`config.mk`:
```
export PLATFORM = sky130hd
export DESIGN_NAME = pair_regfile
export DESIGN_NICKNAME = d
export VERILOG_FILES = /design/src/rtl/regpair_pkg.sv /design/src/rtl/rp_bank.sv /design/src/rtl/rp_step.sv /design/src/rtl/rp_xseq.sv /design/src/rtl/pair_regfile.sv
export SDC_FILE = /design/constraint.sdc
export NUM_CORES = 1
export LEC_CHECK = 0
export ABC_CLOCK_PERIOD_IN_PS = 3300
export BUFFER_PORTS_ARGS = -buffer_cell sky130_fd_sc_hd__clkbuf_2
export CAP_MARGIN = 15
export CELL_PAD_IN_SITES_DETAIL_PLACEMENT = 1
export CELL_PAD_IN_SITES_GLOBAL_PLACEMENT = 1
export CORE_MARGIN = 2
export CORE_UTILIZATION = 41
export DETAILED_ROUTE_END_ITERATION = 8
export PLACE_DENSITY = 0.8
export SKIP_CTS_REPAIR_TIMING = 1
export SLEW_MARGIN = 20
export SYNTH_ARGS = -nofsm -noshare
export SYNTH_HDL_FRONTEND = slang
export SYNTH_HIERARCHICAL = 1
export SYNTH_SLANG_ARGS = --single-unit
```
`constraint.sdc`:
```
create_clock -name clk -period 3.3 [get_ports clk]
set_input_delay 0.165 -clock clk [delete_from_list [all_inputs] [get_ports clk]]
set_output_delay 0.165 -clock clk [all_outputs]
set_load 0.01 [all_outputs]
```
`src/rtl/regpair_pkg.sv`:
```
package regpair_pkg;
    localparam int BYTE_W = 8;
    localparam int PAIR_W = 2 * BYTE_W;
    localparam int SEL_W  = 3;
    localparam int PSEL_W = SEL_W - 1;
    localparam int NREG   = 1 << SEL_W;
    localparam int NVIS   = 6;

    typedef logic [BYTE_W-1:0] byte_t;
    typedef logic [PAIR_W-1:0] pair_t;

    typedef enum logic [SEL_W-1:0] {
        IX_B = 3'd0, IX_C = 3'd1, IX_D = 3'd2, IX_E = 3'd3,
        IX_H = 3'd4, IX_L = 3'd5, IX_W = 3'd6, IX_Z = 3'd7
    } reg_ix_e;

    localparam logic [PSEL_W-1:0] PR_DE = 2'd1;
    localparam logic [PSEL_W-1:0] PR_HL = 2'd2;
    localparam logic [PSEL_W-1:0] PR_WZ = 2'd3;

    typedef enum logic [1:0] {
        XS_IDLE = 2'd0,
        XS_LOAD = 2'd1,
        XS_MOVE = 2'd2,
        XS_BACK = 2'd3
    } xphase_e;

    typedef struct packed {
        logic          hit;
        logic [PSEL_W-1:0] sel;
        pair_t         val;
    } pair_upd_t;

    function automatic logic byte_code_ok(input logic [SEL_W-1:0] c);
        return int'(c) < NVIS;
    endfunction

    function automatic logic pair_code_ok(input logic [PSEL_W-1:0] c);
        return c != PR_WZ;
    endfunction

    function automatic logic [SEL_W-1:0] pair_hi(input logic [PSEL_W-1:0] p);
        return {p, 1'b0};
    endfunction

    function automatic logic [SEL_W-1:0] pair_lo(input logic [PSEL_W-1:0] p);
        return {p, 1'b1};
    endfunction
endpackage

```
`src/rtl/rp_bank.sv`:
```
module rp_bank
    import regpair_pkg::*;
#(
    parameter int N = NREG,
    parameter int W = BYTE_W
) (
    input  logic              clk,
    input  logic              rst,
    input  logic [N-1:0]      we,
    input  logic [N-1:0][W-1:0] wd,
    output logic [N-1:0][W-1:0] q
);
    for (genvar i = 0; i < N; i++) begin : g_reg
        always_ff @(posedge clk) begin
            if (rst) begin
                q[i] <= '0;
            end else if (we[i]) begin
                q[i] <= wd[i];
            end
        end
    end
endmodule

```
`src/rtl/rp_step.sv`:
```
module rp_step
    import regpair_pkg::*;
#(
    parameter int W = PAIR_W
) (
    input  logic [W-1:0] val,
    input  logic         down,
    output logic [W-1:0] res
);
    localparam logic [W-1:0] ONE = W'(1);

    always_comb begin
        res = down ? (val - ONE) : (val + ONE);
    end
endmodule

```
`src/rtl/rp_xseq.sv`:
```
module rp_xseq
    import regpair_pkg::*;
(
    input  logic    clk,
    input  logic    rst,
    input  logic    start,
    output xphase_e phase,
    output logic    busy
);
    xphase_e nxt;

    always_comb begin
        unique case (phase)
            XS_IDLE: nxt = start ? XS_LOAD : XS_IDLE;
            XS_LOAD: nxt = XS_MOVE;
            XS_MOVE: nxt = XS_BACK;
            default: nxt = XS_IDLE;
        endcase
    end

    always_ff @(posedge clk) begin
        if (rst) begin
            phase <= XS_IDLE;
        end else begin
            phase <= nxt;
        end
    end

    assign busy = (phase != XS_IDLE);
endmodule

```
`src/rtl/pair_regfile.sv`:
```
module pair_regfile
    import regpair_pkg::*;
(
    input  logic        clk,
    input  logic        rst,
    input  logic        wr_en,
    input  logic [2:0]  wr_sel,
    input  logic [7:0]  wr_data,
    input  logic [2:0]  rd_sel,
    output logic [7:0]  rd_data,
    input  logic        pw_en,
    input  logic [1:0]  pw_sel,
    input  logic [15:0] pw_data,
    input  logic [1:0]  pr_sel,
    output logic [15:0] pr_data,
    input  logic        step_en,
    input  logic [1:0]  step_sel,
    input  logic        step_dn,
    input  logic        xchg_start,
    output logic        busy,
    output logic [15:0] hl_ptr
);
    logic [NREG-1:0]            bank_we;
    logic [NREG-1:0][BYTE_W-1:0] bank_wd;
    logic [NREG-1:0][BYTE_W-1:0] bank_q;

    xphase_e   phase;
    logic      seq_busy;
    logic      accept;
    pair_t     step_src;
    pair_t     step_res;
    pair_upd_t upd;

    rp_bank #(.N(NREG), .W(BYTE_W)) u_bank (
        .clk (clk),
        .rst (rst),
        .we  (bank_we),
        .wd  (bank_wd),
        .q   (bank_q)
    );

    rp_xseq u_xseq (
        .clk   (clk),
        .rst   (rst),
        .start (xchg_start),
        .phase (phase),
        .busy  (seq_busy)
    );

    assign step_src = {bank_q[pair_hi(step_sel)], bank_q[pair_lo(step_sel)]};

    rp_step #(.W(PAIR_W)) u_step (
        .val  (step_src),
        .down (step_dn),
        .res  (step_res)
    );

    // New requests are taken only when idle and no exchange is starting.
    assign accept = (phase == XS_IDLE) && !xchg_start;

    // Pair-level winner among step and pair write.
    always_comb begin
        upd = '0;
        if (step_en && pair_code_ok(step_sel)) begin
            upd.hit = 1'b1;
            upd.sel = step_sel;
            upd.val = step_res;
        end else if (pw_en && pair_code_ok(pw_sel)) begin
            upd.hit = 1'b1;
            upd.sel = pw_sel;
            upd.val = pw_data;
        end
    end

    always_comb begin
        bank_we = '0;
        bank_wd = bank_q;
        unique case (phase)
            XS_LOAD: begin
                bank_we[pair_hi(PR_WZ)] = 1'b1;
                bank_we[pair_lo(PR_WZ)] = 1'b1;
                bank_wd[pair_hi(PR_WZ)] = bank_q[pair_hi(PR_DE)];
                bank_wd[pair_lo(PR_WZ)] = bank_q[pair_lo(PR_DE)];
            end
            XS_MOVE: begin
                bank_we[pair_hi(PR_DE)] = 1'b1;
                bank_we[pair_lo(PR_DE)] = 1'b1;
                bank_wd[pair_hi(PR_DE)] = bank_q[pair_hi(PR_HL)];
                bank_wd[pair_lo(PR_DE)] = bank_q[pair_lo(PR_HL)];
            end
            XS_BACK: begin
                bank_we[pair_hi(PR_HL)] = 1'b1;
                bank_we[pair_lo(PR_HL)] = 1'b1;
                bank_wd[pair_hi(PR_HL)] = bank_q[pair_hi(PR_WZ)];
                bank_wd[pair_lo(PR_HL)] = bank_q[pair_lo(PR_WZ)];
            end
            default: begin
                if (accept) begin
                    if (upd.hit) begin
                        bank_we[pair_hi(upd.sel)] = 1'b1;
                        bank_we[pair_lo(upd.sel)] = 1'b1;
                        bank_wd[pair_hi(upd.sel)] = upd.val[PAIR_W-1:BYTE_W];
                        bank_wd[pair_lo(upd.sel)] = upd.val[BYTE_W-1:0];
                    end else if (wr_en && byte_code_ok(wr_sel)) begin
                        bank_we[wr_sel] = 1'b1;
                        bank_wd[wr_sel] = wr_data;
                    end
                end
            end
        endcase
    end

    assign rd_data = byte_code_ok(rd_sel) ? bank_q[rd_sel] : '0;
    assign pr_data = pair_code_ok(pr_sel)
                   ? {bank_q[pair_hi(pr_sel)], bank_q[pair_lo(pr_sel)]} : '0;
    assign hl_ptr  = {bank_q[pair_hi(PR_HL)], bank_q[pair_lo(PR_HL)]};
    assign busy    = seq_busy;
endmodule

```
# ---- Yosys cells after proc, flatten, opt, wreduce, memory -nomap -nowiden
# Cells that the tools add are included.
dict set report totals {
  in_bits 43
  regBits 66
  wordCells 109
  out_inout_bits 41
}
dict set report classes {
  n_reduce_logical 29
  n_mux 45
  addsub 2
  n_eq_ne 6
  order_cmp 13
  n_bitwise 5
}
# operator n
set op_table {}
lappend op_table {{$bwmux 64} 3}
lappend op_table {{$mux 64} 3}
lappend op_table {{$mux 8} 12}
lappend op_table {{$pmux 16 s2} 3}
lappend op_table {{$bmux 8 s2} 4}
lappend op_table {{$mux 19} 2}
lappend op_table {{$demux 8 s2} 2}
lappend op_table {{$lt 3x4->1 const B} 8}
lappend op_table {{$mux 16} 2}
lappend op_table {{$reduce_and 4->1} 8}
lappend op_table {{$bmux 8 s3} 1}
lappend op_table {{$demux 8 s3} 1}
lappend op_table {{$add 16x1->16 const B} 1}
lappend op_table {{$sub 16x1->16 const B} 1}
lappend op_table {{$pmux 2 s2} 3}
lappend op_table {{$reduce_bool 2->1} 5}
lappend op_table {{$ge 3x1->1 const B} 3}
lappend op_table {{$reduce_bool 3->1} 3}
lappend op_table {{$or 7x8->8} 1}
lappend op_table {{$logic_and 1x1->1} 7}
lappend op_table {{$lt 3x3->1 const B} 2}
lappend op_table {{$ne 2x2->1 const B} 3}
lappend op_table {{$pmux 2 s3} 1}
lappend op_table {{$reduce_or 2->1} 3}
lappend op_table {{other kinds (10)} 18}

# ---- Longest topological paths before layout
dict set report logic_depth {
  word_depth 14
  depth_mapped 15
  ltp_nobuf 13
}

# ---- Cells and area by module
# The synthesis kept the hierarchy.
# mod area_each_um2 instances cells_each seq_area_each_um2
set by_module_without_submodules {}
lappend by_module_without_submodules {pair_regfile 3748.6 1 505 0.0}
lappend by_module_without_submodules {rp_bank 2331.0 1 207 1281.2}
lappend by_module_without_submodules {rp_step 738.2 1 98 0.0}
lappend by_module_without_submodules {rp_xseq 88.8 1 10 40.0}

# ---- Least setup slack after synthesis
# Ideal clock, no wire load.
dict set report synth_path {
  path_type {in2reg}
  startpoint {input step_sel[0]}
  endpoint {register u_bank/q[6] in the netlist's numbering}
  setup_ps 114
  path_slack_ps -86
  stages 14
  arrival_ps 3271
  n_path_buf 2
  path_cell_list {buf_6 buf_2 mux4_2 fa_1 a21o_1 a221oi_4 nor2_2 o31ai_2 xnor2_1 mux2i_1 o21ai_0 mux2_1 mux2i_1 nor2_1}
}
dict set report synth_via {
  word_cells_on_any_way 26
}
# element line_no
set synth_lines {}
lappend synth_lines {{from (decl)} pair_regfile.sv:17} ;# input logic [1:0] step_sel,
lappend synth_lines {{$bmux 8 s2 (*)} pair_regfile.sv:50} ;# assign step_src = {bank_q[pair_hi(step_sel)], bank_q[pair_lo(step_sel)]};
lappend synth_lines {{$mux 8 (not written as such) (*)} pair_regfile.sv:50}
lappend synth_lines {{named net step_src[0]} pair_regfile.sv:30} ;# pair_t step_src;
lappend synth_lines {{$add 16x1->16 / $sub 16x1->16 (equally long branches)} rp_step.sv:13} ;# res = down ? (val - ONE) : (val + ONE);
lappend synth_lines {{$mux 16 (*)} rp_step.sv:13}
lappend synth_lines {{named net step_res[14]} pair_regfile.sv:31} ;# pair_t step_res;
lappend synth_lines {{$mux 19 (*)} pair_regfile.sv:64} ;# if (step_en && pair_code_ok(step_sel)) begin
lappend synth_lines {{$bwmux 64 (*)} pair_regfile.sv:102} ;# bank_wd[pair_hi(upd.sel)] = upd.val[PAIR_W-1:BYTE_W];
lappend synth_lines {{$bwmux 64 (*)} pair_regfile.sv:103} ;# bank_wd[pair_lo(upd.sel)] = upd.val[BYTE_W-1:0];
lappend synth_lines {{$mux 64 (*)} pair_regfile.sv:99} ;# if (upd.hit) begin
lappend synth_lines {{to (signal, indexed assignment)} rp_bank.sv:18} ;# q[i] <= wd[i];
lappend synth_lines {{to (decl)} rp_bank.sv:11} ;# output logic [N-1:0][W-1:0] q
# The timed path passes the listed nets; every way through them passes the cells marked *. The select of a mux whose other input is x is not followed.
# A chain may end at the register's enable or synchronous reset.

==> metrics <==
setup violation total in the final timing report=0; worst slew pin tran=1160 ps; proportion of synthesized chip area in sequential cells=19.1%; number of storage elements in the synthesis netlist=66; Yosys top cell by area=dfxtp_1; clock buffers created by TritonCTS=9; gpl congestion=0.971; CP Capture Type=register; Slowest Stage Delay on Critical Path=520 ps; worst flop-to-flop path startpoint=u_bank/q[57]; detailed-route wire length per cell=26.7 um; synthesized instance count=820; Placement Rows=47; width of the die=134 um; diode count=0; Finished Core Util=50.0%; cell with the most instances on the worst path=mux2i_1; leakage component of the power=3.22 nW; number of synthesized flops with an enable pin=0; Min-Delay Path Class=primary input to register; core box area=0.0165 mm2; die area=0.0179 mm2; number of global-route vias before repair=7756; Reg2Reg Capture Point=u_bank/q[36]; crit-path cells=mux4_2, fa_2, a21o_1, a221oi_4, buf_6, o21bai_4, mux2i_1, o2111ai_2, nand2_1, nand2_2, o221ai_2, o211ai_1, mux2i_1, nor2_1; number of levels in the clock H-tree=3; clock transition at the register clock pins on the worst setup and hold paths after CTS=60 ps; outcome=complete, no violations; DR pass1 iterations=6; worst setup slack for register-to-register paths=40 ps; syn nets=884; Critical Path Source=u_bank/q[57]; proportion of netlist area held by the largest area contributor=19.1%; largest vdd supply drop=0.306 mV; hold path depth=3; post-route clock skew=7.71 ps; mapped cell area=0.00691 mm2; slowest library cell on the worst path=mux4_2; setup_tns=0 ps; power per cell area=419 mW/mm2; Hold Vio Cnt, Final=0; Arr. time, crit path=3490 ps; Num Clock Sinks=66; Routed WL=30900 um; number of warnings issued by yosys=6; headroom to the max-slew limit=22.1%; maximum buffer depth of the clock tree=2; global-route wire length before repair=45700 um; fmax=306 MHz; critical path class=register to register; worst reg2reg path depth=14; clock root buffer=clkbuf_16; Req. time, crit path=3530 ps; Via Count=8046; y dimension of the die=134 um; top cells by area in the synthesized netlist=dfxtp_1 (19%), mux2i_1 (13%), mux4_2 (7.8%); post-route DRC violation count=0; Synth Area per Inst=8.42 um2; number of slew-limit violations in the final report=0; global routing usage summed across all routing layers=33.6%; Main synth FF type=dfxtp_1; clock tree from TritonCTS=done; clock insertion delay at the later pin of the skew report=350 ps; average vias per placed instance=6.96; final critical-path required period=3260 ps; highest-count cells in the layout ignoring fill and taps=nor2_1 (96), buf_4 (94), mux2i_1 (92); DRC marker count from the first detailed-route iteration=1216; remaining global-route overflow=0; pin count of the biggest net entering global routing=36; share of flip-flops with an asynchronous set or reset after synthesis=0%; endpoint of the worst setup timing path=u_bank/q[36]; total I/O pin count=84; # Max-Cap Violations=0; effective utilization at floorplan=41.8%; Critical Path Start Type=register; final-stage net count=996; RSZ-0062 raised after global routing=yes; most common cell after layout, fill and taps aside=nor2_1; share of final-layout standard cells stronger than drive strength 1=29.7%; CP max FO=4; number of distinct standard cells referenced by the synthesized netlist=76; # port buffers=83; final worst path period share=98.9%; number of routed nets with antenna violations=0; number of antenna violations at the first check in global routing=1; half-perimeter wire length of the detailed placement result=22300 um; area growth from synthesis to final layout=19.5%
-- state kept, by name, summed over array words and instances (netlist names) --
register,flops
u_bank/q,64
u_xseq/phase,2
-- synthesized netlist by cell type, drive strengths merged (16+ instances only) --
cell,count
dfxtp,66
nor2,103
nand3,20
buf,55
clkbuf,22
a211oi,16
ha,20
a22o,16
nand2,73
o211ai,17
mux2i,92
mux4,24
o221ai,54
a21oi,34
a221oi,19
o21ai,43
inv,20
-- critical path: cells and delay by family, from the launching register on --
kind / cells / cell delay [ps]
AOI/OAI and AO/OA: 6 / 1010
adders and majority gates: 1 / 410
buffers and inverters: 1 / 160
DFF: 1 / 360
muxes: 3 / 860
and+or+nand+nor: 3 / 330
-- power by group --
part	internal, mW	leakage (nW)	switching [mW]
registers	0.826	0.534	0.0342
logic	0.542	2.53	1.03
clock network	0.642	0.152	0.381
total	2.01	3.22	1.45
-- stage by stage --
stage | cell area, um2 | hold slack, ps | std cells | worst slack, ps | power (mW)
3_5_place_dp | 7800 | 461 | 1137 | -162 | 2.36
5_1_grt | 8250 | 120 | 1156 | -112 | 3.57
4_1_cts | 8100 | 96.5 | 1152 | -63.3 | 3.37
3_3_place_gp | 7790 | 452 | 1137 | -84.1 | 2.32
6_report | 8250 | 104 | 1156 | 36.7 | 3.45
2_1_floorplan | 6910 | 234 | 820 | 2.01 | 1.91
-- worst min path at each step --
stage	startpoint	to	slack [ps]
floorplan	rst	u_xseq/phase[0]	230
global placement	xchg_start	u_xseq/phase[0]	450
detailed placement	xchg_start	u_xseq/phase[0]	460
CTS	xchg_start	u_xseq/phase[0]	100
global route	xchg_start	u_xseq/phase[0]	120
finish	xchg_start	u_xseq/phase[0]	100
-- metal layers --
metal	vias to the layer above	global-route usage [%]	part of all wire (%)
li1	3353	-	-
met1	3917	43.6	39
met2	610	53.1	44
met3	166	6.58	10
met4	0	17.0	6.2
met5	-	0	0
-- area by class of cell --
cell class	instances	area, um2
fillers	1988	8270
well taps	220	275
multi-input cells	657	5140
inverters	20	75.1
clock buffers	13	270
repair buffers	178	1130
clock inverters	2	35.0
flip-flops and latches	66	1330
-- cells by family after synthesis --
kind of cell / count (synthesis) / synth area share (%)
XOR/XNOR: 13 / 1.65
adder cells (fa/ha/maj): 21 / 3.91
AND/OR/NAND/NOR: 251 / 16.9
buffers and inverters: 97 / 8.17
AO/OA/AOI/OAI: 255 / 28.9
flip-flops: 66 / 19.1
multiplexers: 117 / 21.3
Power figures use the tool's default switching activity.
